<file path="src/rtl/fsg_pkg.sv">
package fsg_pkg;
    typedef enum logic [1:0] {
        CNT_IDLE = 2'd0,
        CNT_RUN  = 2'd1,
        CNT_HOLD = 2'd2
    } cnt_state_t;
endpackage

</file>
<file path="src/rtl/fsg_frame_counter.sv">
module fsg_frame_counter
    import fsg_pkg::*;
#(
    parameter int SLOT_BITS = 8,
    parameter int NUM_SLOTS = 64,
    localparam int BIT_W    = $clog2(SLOT_BITS),
    localparam int SLOT_W   = $clog2(NUM_SLOTS)
) (
    input  logic              clk,
    input  logic              rst_n,
    input  logic              sync,
    output cnt_state_t        state_o,
    output logic [SLOT_W-1:0] slot_o,
    output logic [BIT_W-1:0]  bit_o
);
    localparam logic [BIT_W-1:0]  BIT_LAST  = BIT_W'(SLOT_BITS - 1);
    localparam logic [SLOT_W-1:0] SLOT_LAST = SLOT_W'(NUM_SLOTS - 1);

    cnt_state_t        state_q, state_d;
    logic [BIT_W-1:0]  bit_q;
    logic [SLOT_W-1:0] slot_q;
    logic              frame_last;

    assign frame_last = (bit_q == BIT_LAST) && (slot_q == SLOT_LAST);

    // next-state decode: START, RESTART, FRAME_END, RESUME
    always_comb begin
        state_d = state_q;
        unique case (state_q)
            CNT_IDLE: if (sync) state_d = CNT_RUN;
            CNT_RUN:  if (!sync && frame_last) state_d = CNT_HOLD;
            CNT_HOLD: if (sync) state_d = CNT_RUN;
            default:  state_d = CNT_IDLE;
        endcase
    end

    // state register
    always_ff @(posedge clk or negedge rst_n) begin
        if (!rst_n) state_q <= CNT_IDLE;
        else        state_q <= state_d;
    end

    // position registers
    always_ff @(posedge clk or negedge rst_n) begin
        if (!rst_n) begin
            bit_q  <= '0;
            slot_q <= '0;
        end else if (sync) begin
            bit_q  <= '0;
            slot_q <= '0;
        end else if (state_q == CNT_RUN && !frame_last) begin
            if (bit_q == BIT_LAST) begin
                bit_q  <= '0;
                slot_q <= slot_q + 1'b1;
            end else begin
                bit_q  <= bit_q + 1'b1;
            end
        end
    end

    assign state_o = state_q;
    assign slot_o  = slot_q;
    assign bit_o   = bit_q;

    p_restart_r5: assert property (@(posedge clk) disable iff (!rst_n)
        sync |=> (state_q == CNT_RUN && slot_q == '0 && bit_q == '0));

    p_bit_step_r3: assert property (@(posedge clk) disable iff (!rst_n)
        (state_q == CNT_RUN && !sync && bit_q != BIT_LAST)
        |=> (bit_q == $past(bit_q) + 1'b1 && slot_q == $past(slot_q)));

    p_slot_step_r3: assert property (@(posedge clk) disable iff (!rst_n)
        (state_q == CNT_RUN && !sync && bit_q == BIT_LAST && slot_q != SLOT_LAST)
        |=> (bit_q == '0 && slot_q == $past(slot_q) + 1'b1));

    p_hold_stays_r4: assert property (@(posedge clk) disable iff (!rst_n)
        (state_q == CNT_HOLD && !sync) |=> (state_q == CNT_HOLD));
endmodule

</file>
<file path="src/rtl/fsg_slot_match.sv">
module fsg_slot_match #(
    parameter int NUM_CH = 4,
    parameter int SLOT_W = 6
) (
    input  logic                     running,
    input  logic [SLOT_W-1:0]        slot_now,
    input  logic [NUM_CH*SLOT_W-1:0] slot_cfg,
    input  logic [NUM_CH-1:0]        en,
    output logic [NUM_CH-1:0]        fs
);
    for (genvar i = 0; i < NUM_CH; i++) begin : g_ch
        assign fs[i] = running && en[i] && (slot_cfg[i*SLOT_W +: SLOT_W] == slot_now);
    end
endmodule

</file>
<file path="src/rtl/fsync_slot_gen.sv">
module fsync_slot_gen
    import fsg_pkg::*;
#(
    parameter int NUM_CH    = 4,
    parameter int SLOT_BITS = 8,
    parameter int NUM_SLOTS = 64,
    localparam int SLOT_W   = $clog2(NUM_SLOTS),
    localparam int BIT_W    = $clog2(SLOT_BITS)
) (
    input  logic                     clk,
    input  logic                     rst_n,
    input  logic                     mode_split,
    input  logic                     tx_sync,
    input  logic                     rx_sync,
    input  logic [NUM_CH*SLOT_W-1:0] tx_slot,
    input  logic [NUM_CH-1:0]        tx_en,
    input  logic [NUM_CH*SLOT_W-1:0] rx_slot,
    input  logic [NUM_CH-1:0]        rx_en,
    output logic [NUM_CH-1:0]        fs_tx,
    output logic [NUM_CH-1:0]        fs_rx,
    output logic                     tx_active_n
);
    cnt_state_t        tx_state, rx_state;
    logic [SLOT_W-1:0] tx_slot_now, rx_slot_now;
    logic [BIT_W-1:0]  tx_bit_now, rx_bit_now;
    logic              rx_start;

    // shared timing: the receive counter follows the transmit strobe
    assign rx_start = mode_split ? rx_sync : tx_sync;

    fsg_frame_counter #(.SLOT_BITS(SLOT_BITS), .NUM_SLOTS(NUM_SLOTS)) u_tx_cnt (
        .clk(clk), .rst_n(rst_n), .sync(tx_sync),
        .state_o(tx_state), .slot_o(tx_slot_now), .bit_o(tx_bit_now)
    );

    fsg_frame_counter #(.SLOT_BITS(SLOT_BITS), .NUM_SLOTS(NUM_SLOTS)) u_rx_cnt (
        .clk(clk), .rst_n(rst_n), .sync(rx_start),
        .state_o(rx_state), .slot_o(rx_slot_now), .bit_o(rx_bit_now)
    );

    fsg_slot_match #(.NUM_CH(NUM_CH), .SLOT_W(SLOT_W)) u_tx_match (
        .running(tx_state == CNT_RUN), .slot_now(tx_slot_now),
        .slot_cfg(tx_slot), .en(tx_en), .fs(fs_tx)
    );

    fsg_slot_match #(.NUM_CH(NUM_CH), .SLOT_W(SLOT_W)) u_rx_match (
        .running(rx_state == CNT_RUN), .slot_now(rx_slot_now),
        .slot_cfg(rx_slot), .en(rx_en), .fs(fs_rx)
    );

    assign tx_active_n = ~(|fs_tx);

    always_ff @(posedge clk) begin
        if (!rst_n) begin
            a_reset_quiet_r1: assert (fs_tx == '0 && fs_rx == '0 && tx_active_n);
        end
    end

    p_active_in_run_r9: assert property (@(posedge clk) disable iff (!rst_n)
        !tx_active_n |-> (tx_state == CNT_RUN));

    p_rx_quiet_r4: assert property (@(posedge clk) disable iff (!rst_n)
        (rx_state != CNT_RUN) |-> (fs_rx == '0));

    p_shared_follow_r8: assert property (@(posedge clk) disable iff (!rst_n)
        (!mode_split && tx_sync)
        |=> (rx_state == CNT_RUN && rx_slot_now == '0 && rx_bit_now == '0));

    for (genvar i = 0; i < NUM_CH; i++) begin : g_chk
        p_disabled_low_r6: assert property (@(posedge clk) disable iff (!rst_n)
            (!tx_en[i] |-> !fs_tx[i]) and (!rx_en[i] |-> !fs_rx[i]));
    end
endmodule

</file>
<file path="config.mk">
export PLATFORM = sky130hd
export DESIGN_NAME = fsync_slot_gen
export DESIGN_NICKNAME = d
export VERILOG_FILES = /design/src/rtl/fsg_pkg.sv /design/src/rtl/fsg_frame_counter.sv /design/src/rtl/fsg_slot_match.sv /design/src/rtl/fsync_slot_gen.sv
export SDC_FILE = /design/constraint.sdc
export NUM_CORES = 1
export LEC_CHECK = 0
export ABC_CLOCK_PERIOD_IN_PS = 2200
export BUFFER_PORTS_ARGS = -buffer_cell sky130_fd_sc_hd__buf_4
export CAP_MARGIN = 15
export CORE_MARGIN = 2
export CORE_UTILIZATION = 51
export CTS_BUF_LIST = sky130_fd_sc_hd__clkbuf_4 sky130_fd_sc_hd__clkbuf_8
export DETAILED_ROUTE_END_ITERATION = 12
export HOLD_SLACK_MARGIN = 0.12
export PLACE_DENSITY = 0.83
export SLEW_MARGIN = 15
export SYNTH_ARGS = -nofsm -noshare
export SYNTH_HDL_FRONTEND = slang
export SYNTH_SLANG_ARGS = --single-unit
</file>
<file path="constraint.sdc">
create_clock -name clk -period 2.2 [get_ports clk]
set_input_delay 0.44 -clock clk [delete_from_list [all_inputs] [get_ports clk]]
set_output_delay 0.44 -clock clk [all_outputs]
set_load 0.05 [all_outputs]
</file>
==> results of run 1 <==
repair_timing:
item	CTS	global route
hold endpoints to repair	22	0
hold buffers	1	0
setup endpoints to repair	5	9
buffers inserted	8	13
gates cloned	0	0
pin swaps	2	7
gates resized for setup	13	18
layer usage:
layer / vias to the layer above / GRT usage (%)
met5: - / 0
met4: 0 / 6.67
met3: 14 / 1.43
met2: 58 / 37.0
met1: 837 / 27.8
li1: 850 / -
power breakdown:
group / switching, uW / internal, uW / total (uW)
sequential: 11.4 / 421 / 433
clock: 122 / 101 / 223
combinational: 106 / 133 / 239
total: 239 / 655 / 894
metrics by stage:
stage | cells | setup TNS [ps]
after global routing | 329 | -419
after CTS | 316 | 0
after detailed placement | 303 | 0
after global placement | 303 | 0
after floorplan | 202 | -44.4
final | 329 | -91.5
worst max-delay path, delay by kind of cell, from the launching register on:
kind | cells | cell delay [ps]
DFF | 1 | 470
and+or+nand+nor | 3 | 490
xor gates and xnor gates | 1 | 200
buffers and inverters | 2 | 360
cell families after synthesis:
logic type | synth area share, %
buffers and inverters | 6.11
DFF | 30.9
adders and majority gates | 4.22
muxes | 2.81
AOI/OAI and AO/OA | 8.22
xor gates and xnor gates | 26.6
and+or+nand+nor | 21.2
sequential cells by signal, summed over array words and instances, names as in the netlist:
name	cells
u_rx_cnt.slot_o	6
u_tx_cnt.slot_o	6
u_rx_cnt.bit_o	3
u_tx_cnt.bit_o	3
u_rx_cnt.state_o	2
u_tx_cnt.state_o	2
final timing paths:
check	endpoint	slack, ps	startpoint
setup / recovery	tx_active_n	-70	u_tx_cnt.slot_o[1]$_DFFE_PN0P_
hold / removal	u_tx_cnt.slot_o[4]$_DFFE_PN0P_	360	tx_sync
setup reg to reg	u_rx_cnt.slot_o[3]$_DFFE_PN0P_	230	u_rx_cnt.bit_o[0]$_DFFE_PN0P_
hold reg to reg	u_rx_cnt.state_o[0]$_DFFE_PN0P_	500	u_rx_cnt.state_o[1]$_DFFE_PN0P_
max in group asynchronous	u_tx_cnt.slot_o[3]$_DFFE_PN0P_	1430	rst_n
min in group asynchronous	u_tx_cnt.slot_o[1]$_DFFE_PN0P_	540	rst_n
final cells by class:
class | instances | area (sq um)
clock buffers | 4 | 36.3
multi-input cells | 161 | 1310
repair buffers | 93 | 716
well taps | 46 | 57.6
flip-flops and latches | 22 | 567
fillers | 188 | 642
inverters | 3 | 11.3
cell usage in the layout (no fill, tap or decap), drive strengths merged, types with 2 or more instances in the layout:
master / count
a211oi: 4
a21oi: 12
a311oi: 2
and3: 4
buf: 92
clkbuf: 4
dfrtp: 22
ha: 6
inv: 3
mux2i: 5
nand2: 8
nand2b: 4
nand3: 17
nand4: 2
nor2: 15
nor2b: 4
nor3: 5
nor4: 9
o21ai: 3
xnor2: 30
xor2: 24
==> out/results.tsv, run 1 <==
metric	value	unit
grt_start_max_net_pins	23	
gr-total-overflow	0	
netlist_top_cells_area	dfrtp_1, xnor2_1, xor2_1	
dr_wl_met2	2660	um
fmax	0.441	GHz
synthDistinctLibCells	31	
fp-row-count	21	
pre_cts_slack	227	ps
avgViaCountPerCell	5.35	
ys_warn_count	0	
period_minus_slack	2270	ps
wl_per_cell	15.6	um
yosysTopAreaCellShare	30.9	%
crit_chain	buf_4 -> xor2_1 -> nor4_2 -> and3_4 -> nor4_4 -> buf_6	
max_cap_violations	0	
design_area	2700	sq um
vias	1759	
status	complete, but fails checks	
wl_met1	2100	um
antenna_left	0	
fin_nets	351	
ys.flop_type	dfrtp_1	
holdWs	365	ps
wl_met3	216	um
drive_above_1_share	45.6	%
reg2reg_depth	6	
hold_path.class	input pin to flop	
synth.most_common_cell	xnor2_1	
power.density	332	nW/um^2
die_h	63.1	um
synthTopCellsByCount	xnor2_1, xor2_1, dfrtp_1, nand3_1, nor2_1	
required	1760	ps
final.period_utilization	103	%
grt_pass1_wl	6910	um
syn_avg_cell_area	8.81	sq um
synthesis.nets	269	
numCtsBuffers	3	
fin_ws	-65.8	ps
rsz0062_at_grt	yes	
io_pins	70	
arrival	1830	ps
htreeDepth	1	
die_w	63.1	um
numPortBuffers	69	
clock_sinks	22	
initial_utilization	53.4	%
antenna_found_initial	0	
cp-end-kind	output pin	
wirelength	5150	um
final_core_utilization	80.8	%
top_layer	met4	
worstMarginPinSlew	360	ps
synth_edf_count	0	
dp_hpwl	3060	um
grt.total_usage	21.1	%
drt_iter0_markers	70	
maxSlewViolCount	0	
synth_area	1780	sq um
syn_to_final_growth	51.4	%
drc	0	
worstPathMaxFanout	5	
synth_seq_cells	22	
async_reset_ff_share	100	%
relSlewSlack	75.8	%
grt_pass1_vias	1644	
antenna_cells	0	
first_pass_iters	4	
p_leak	0.00123	uW
insertion_delay	300	ps
min_path_cells	2	
root_buffer	clkbuf_4	
skew	2.97	ps
slowest_delay	470	ps
hold_viol	0	
die_area	3980	sq um
failed_checks	setup timing	
seq_area_frac_synth	30.9	%
path_clk_slew	120	ps
core	3340	sq um
critical_path_class	flop to output pin	
max-vdd-ir-drop	0.000301	V
gp_congestion	0.853	
cts_tree	done	
setup_viol	2	
cp_slowest_cell	dfrtp_2	
p_total	894	uW
synth_top_area_cell	dfrtp_1	
synthCells	202	
placed_area	2380	sq um
start_kind	flop	
clk_path_buf_depth	2	
(Power assumes the default switching activity.)
==> run 2: changes to the inputs <==
- REMOVE_ABC_BUFFERS: not set -> 1
==> run 2 against run 1 <==
  * The flow still finishes with violations (setup timing)
  * Critical path type unchanged
  * Worst hold slack gained 5.4 ps
  * Cell count down 2.4%
  * Design area is 7.8% lower
  * Maximum frequency up 2.5%
  * Core utilization fell by 6.3 points
==> out/results.tsv, run 2 (synthesis results as in run 1) <==
metric	value	unit	change
most-common-layout-cells	buf_4, xnor2_1, xor2_1		
setup-tns-final	-9.76	ps	+81.7 ps
cts_tree	done		
nFillCells	237		+26%
htreeDepth	1		unchanged
io_pins	70		unchanged
grt_start_max_net_pins	23		unchanged
worstPathMaxFanout	7		+2
first_pass_iters	4		unchanged
clock_sinks	22		unchanged
wirelength	4340	um	-16%
gr-total-overflow	0		unchanged
dp.cells	303		unchanged
status	complete, but fails checks		
multi_input_area	1180	sq um	-9.6%
drc	0		unchanged
syn_to_final_growth	39.6	%	
final_cells	321		-2.4%
hold_path.class	input pin to flop		
failed_checks	setup timing		
grt_pass1_vias	1541		-6.3%
fp-row-count	21		unchanged
rsz0062_at_grt	yes		
crit_start	u_tx_cnt.slot_o[3]$_DFFE_PN0P_		
hold_viol	0		unchanged
worstMarginPinSlew	355	ps	-5.06 ps
relSlewSlack	76.3	%	+0.52 points
min_from	tx_sync		
max_cap_violations	0		unchanged
initial_utilization	53.4	%	unchanged
max-vdd-ir-drop	0.000371	V	+23%
power.density	332	nW/um^2	about the same
period_minus_slack	2210	ps	-56.0 ps
critical_path_buf_inv_count	1		-1
insertion_delay	300	ps	about the same
min_path_cells	2		unchanged
vias	1704		-3.1%
fmax	0.453	GHz	+2.5%
cp-end-kind	output pin		
core	3340	sq um	unchanged
arrival	1770	ps	-60 ps
antenna_left	0		unchanged
critical_path_class	flop to output pin		
dp_hpwl	3030	um	-1.3%
wl_per_cell	13.5	um	-14%
maxSlewViolCount	0		unchanged
slowest_delay	490	ps	+20 ps
avgViaCountPerCell	5.31		-0.71%
die_w	63.1	um	unchanged
die_area	3980	sq um	unchanged
reg2reg_depth	6		unchanged
r2r_start	u_rx_cnt.bit_o[0]$_DFFE_PN0P_		
required	1760	ps	about the same
antenna_cells	0		unchanged
mostFrequentLayoutCell	buf_4		
die_h	63.1	um	unchanged
start_kind	flop		
fin_ws	-9.76	ps	+56.0 ps
regArea	564	sq um	-0.44%
p_leak	0.00114	uW	-7.2%
skew	1.48	ps	-1.49 ps
setup_viol	1		-1
antenna_found_initial	0		unchanged
grt.total_usage	21.2	%	+0.036 points
gp_congestion	0.807		-5.4%
path_clk_slew	110	ps	about the same
drt_iter0_markers	46		-34%
fin_nets	344		-2.0%
critPathTopFamily	simple AND/OR/NAND/NOR gates		
r2r_end	u_rx_cnt.slot_o[3]$_DFFE_PN0P_		
numPortBuffers	69		unchanged
grt_pass1_wl	6860	um	-0.80%
min_to	u_tx_cnt.slot_o[0]$_DFFE_PN0P_		
rrSetupSlack	240	ps	about the same
root_buffer	clkbuf_4		
final.period_utilization	100	%	-2.5 points
clk_path_buf_depth	2		unchanged
cp_slowest_cell	dfrtp_2		
drive_above_1_share	39.6	%	-5.9 points
numCtsBuffers	3		unchanged
crit_chain	xnor2_1 -> nand3_1 -> nor4_4 -> nor4_2 -> buf_4		
-- run 2: per-stage QoR --
step	hold slack (ps)	setup WS [ps]	total power (uW)	area [sq um]	utilization [%]
after floorplan	144	-1390	526	1680	-
after global placement	341	236	639	2270	68.1
after detailed placement	340	186	644	2270	68.1
after CTS	368	0.593	822	2380	71.4
after global routing	370	-112	870	2490	74.5
final	370	-9.76	825	2490	74.5
-- run 2: how the worst max path moves through the flow --
stage / to / slack (ps) / depth (start not counted)
floorplan: tx_active_n / -1390 / 4
global placement: tx_active_n / 240 / 5
detailed placement: tx_active_n / 190 / 5
CTS: tx_active_n / 0.6 / 5
global route: tx_active_n / -110 / 5
finish: tx_active_n / -10 / 5
-- run 2: area by class of cell --
class / instances / share of cell area [%]
multi-input combinational: 161 / 47.6
timing repair buffer: 86 / 26.1
sequential: 22 / 22.7
tap: 46 / 2.32
clock buffer: 3 / 0.906
inverter: 3 / 0.453
-- run 2: where the power goes --
part | switching [uW] | total (uW) | internal [uW]
logic | 86.3 | 212 | 125
registers | 12.2 | 433 | 421
clock network | 116 | 180 | 64.0
total | 214 | 825 | 610
-- run 2: metal layers --
layer	share of wire (%)	GRT usage [%]
met2	48	34.6
met1	43	28.1
met5	0	0
met3	5.7	3.57
met4	2.6	7.78
-- run 2: what timing repair did --
action	in CTS	in global routing
gates resized for setup	8	13
hold endpoints to repair	22	0
hold buffers	1	0
gates cloned	0	0
buffers inserted	7	7
pin swaps	0	7
setup endpoints to repair	4	9
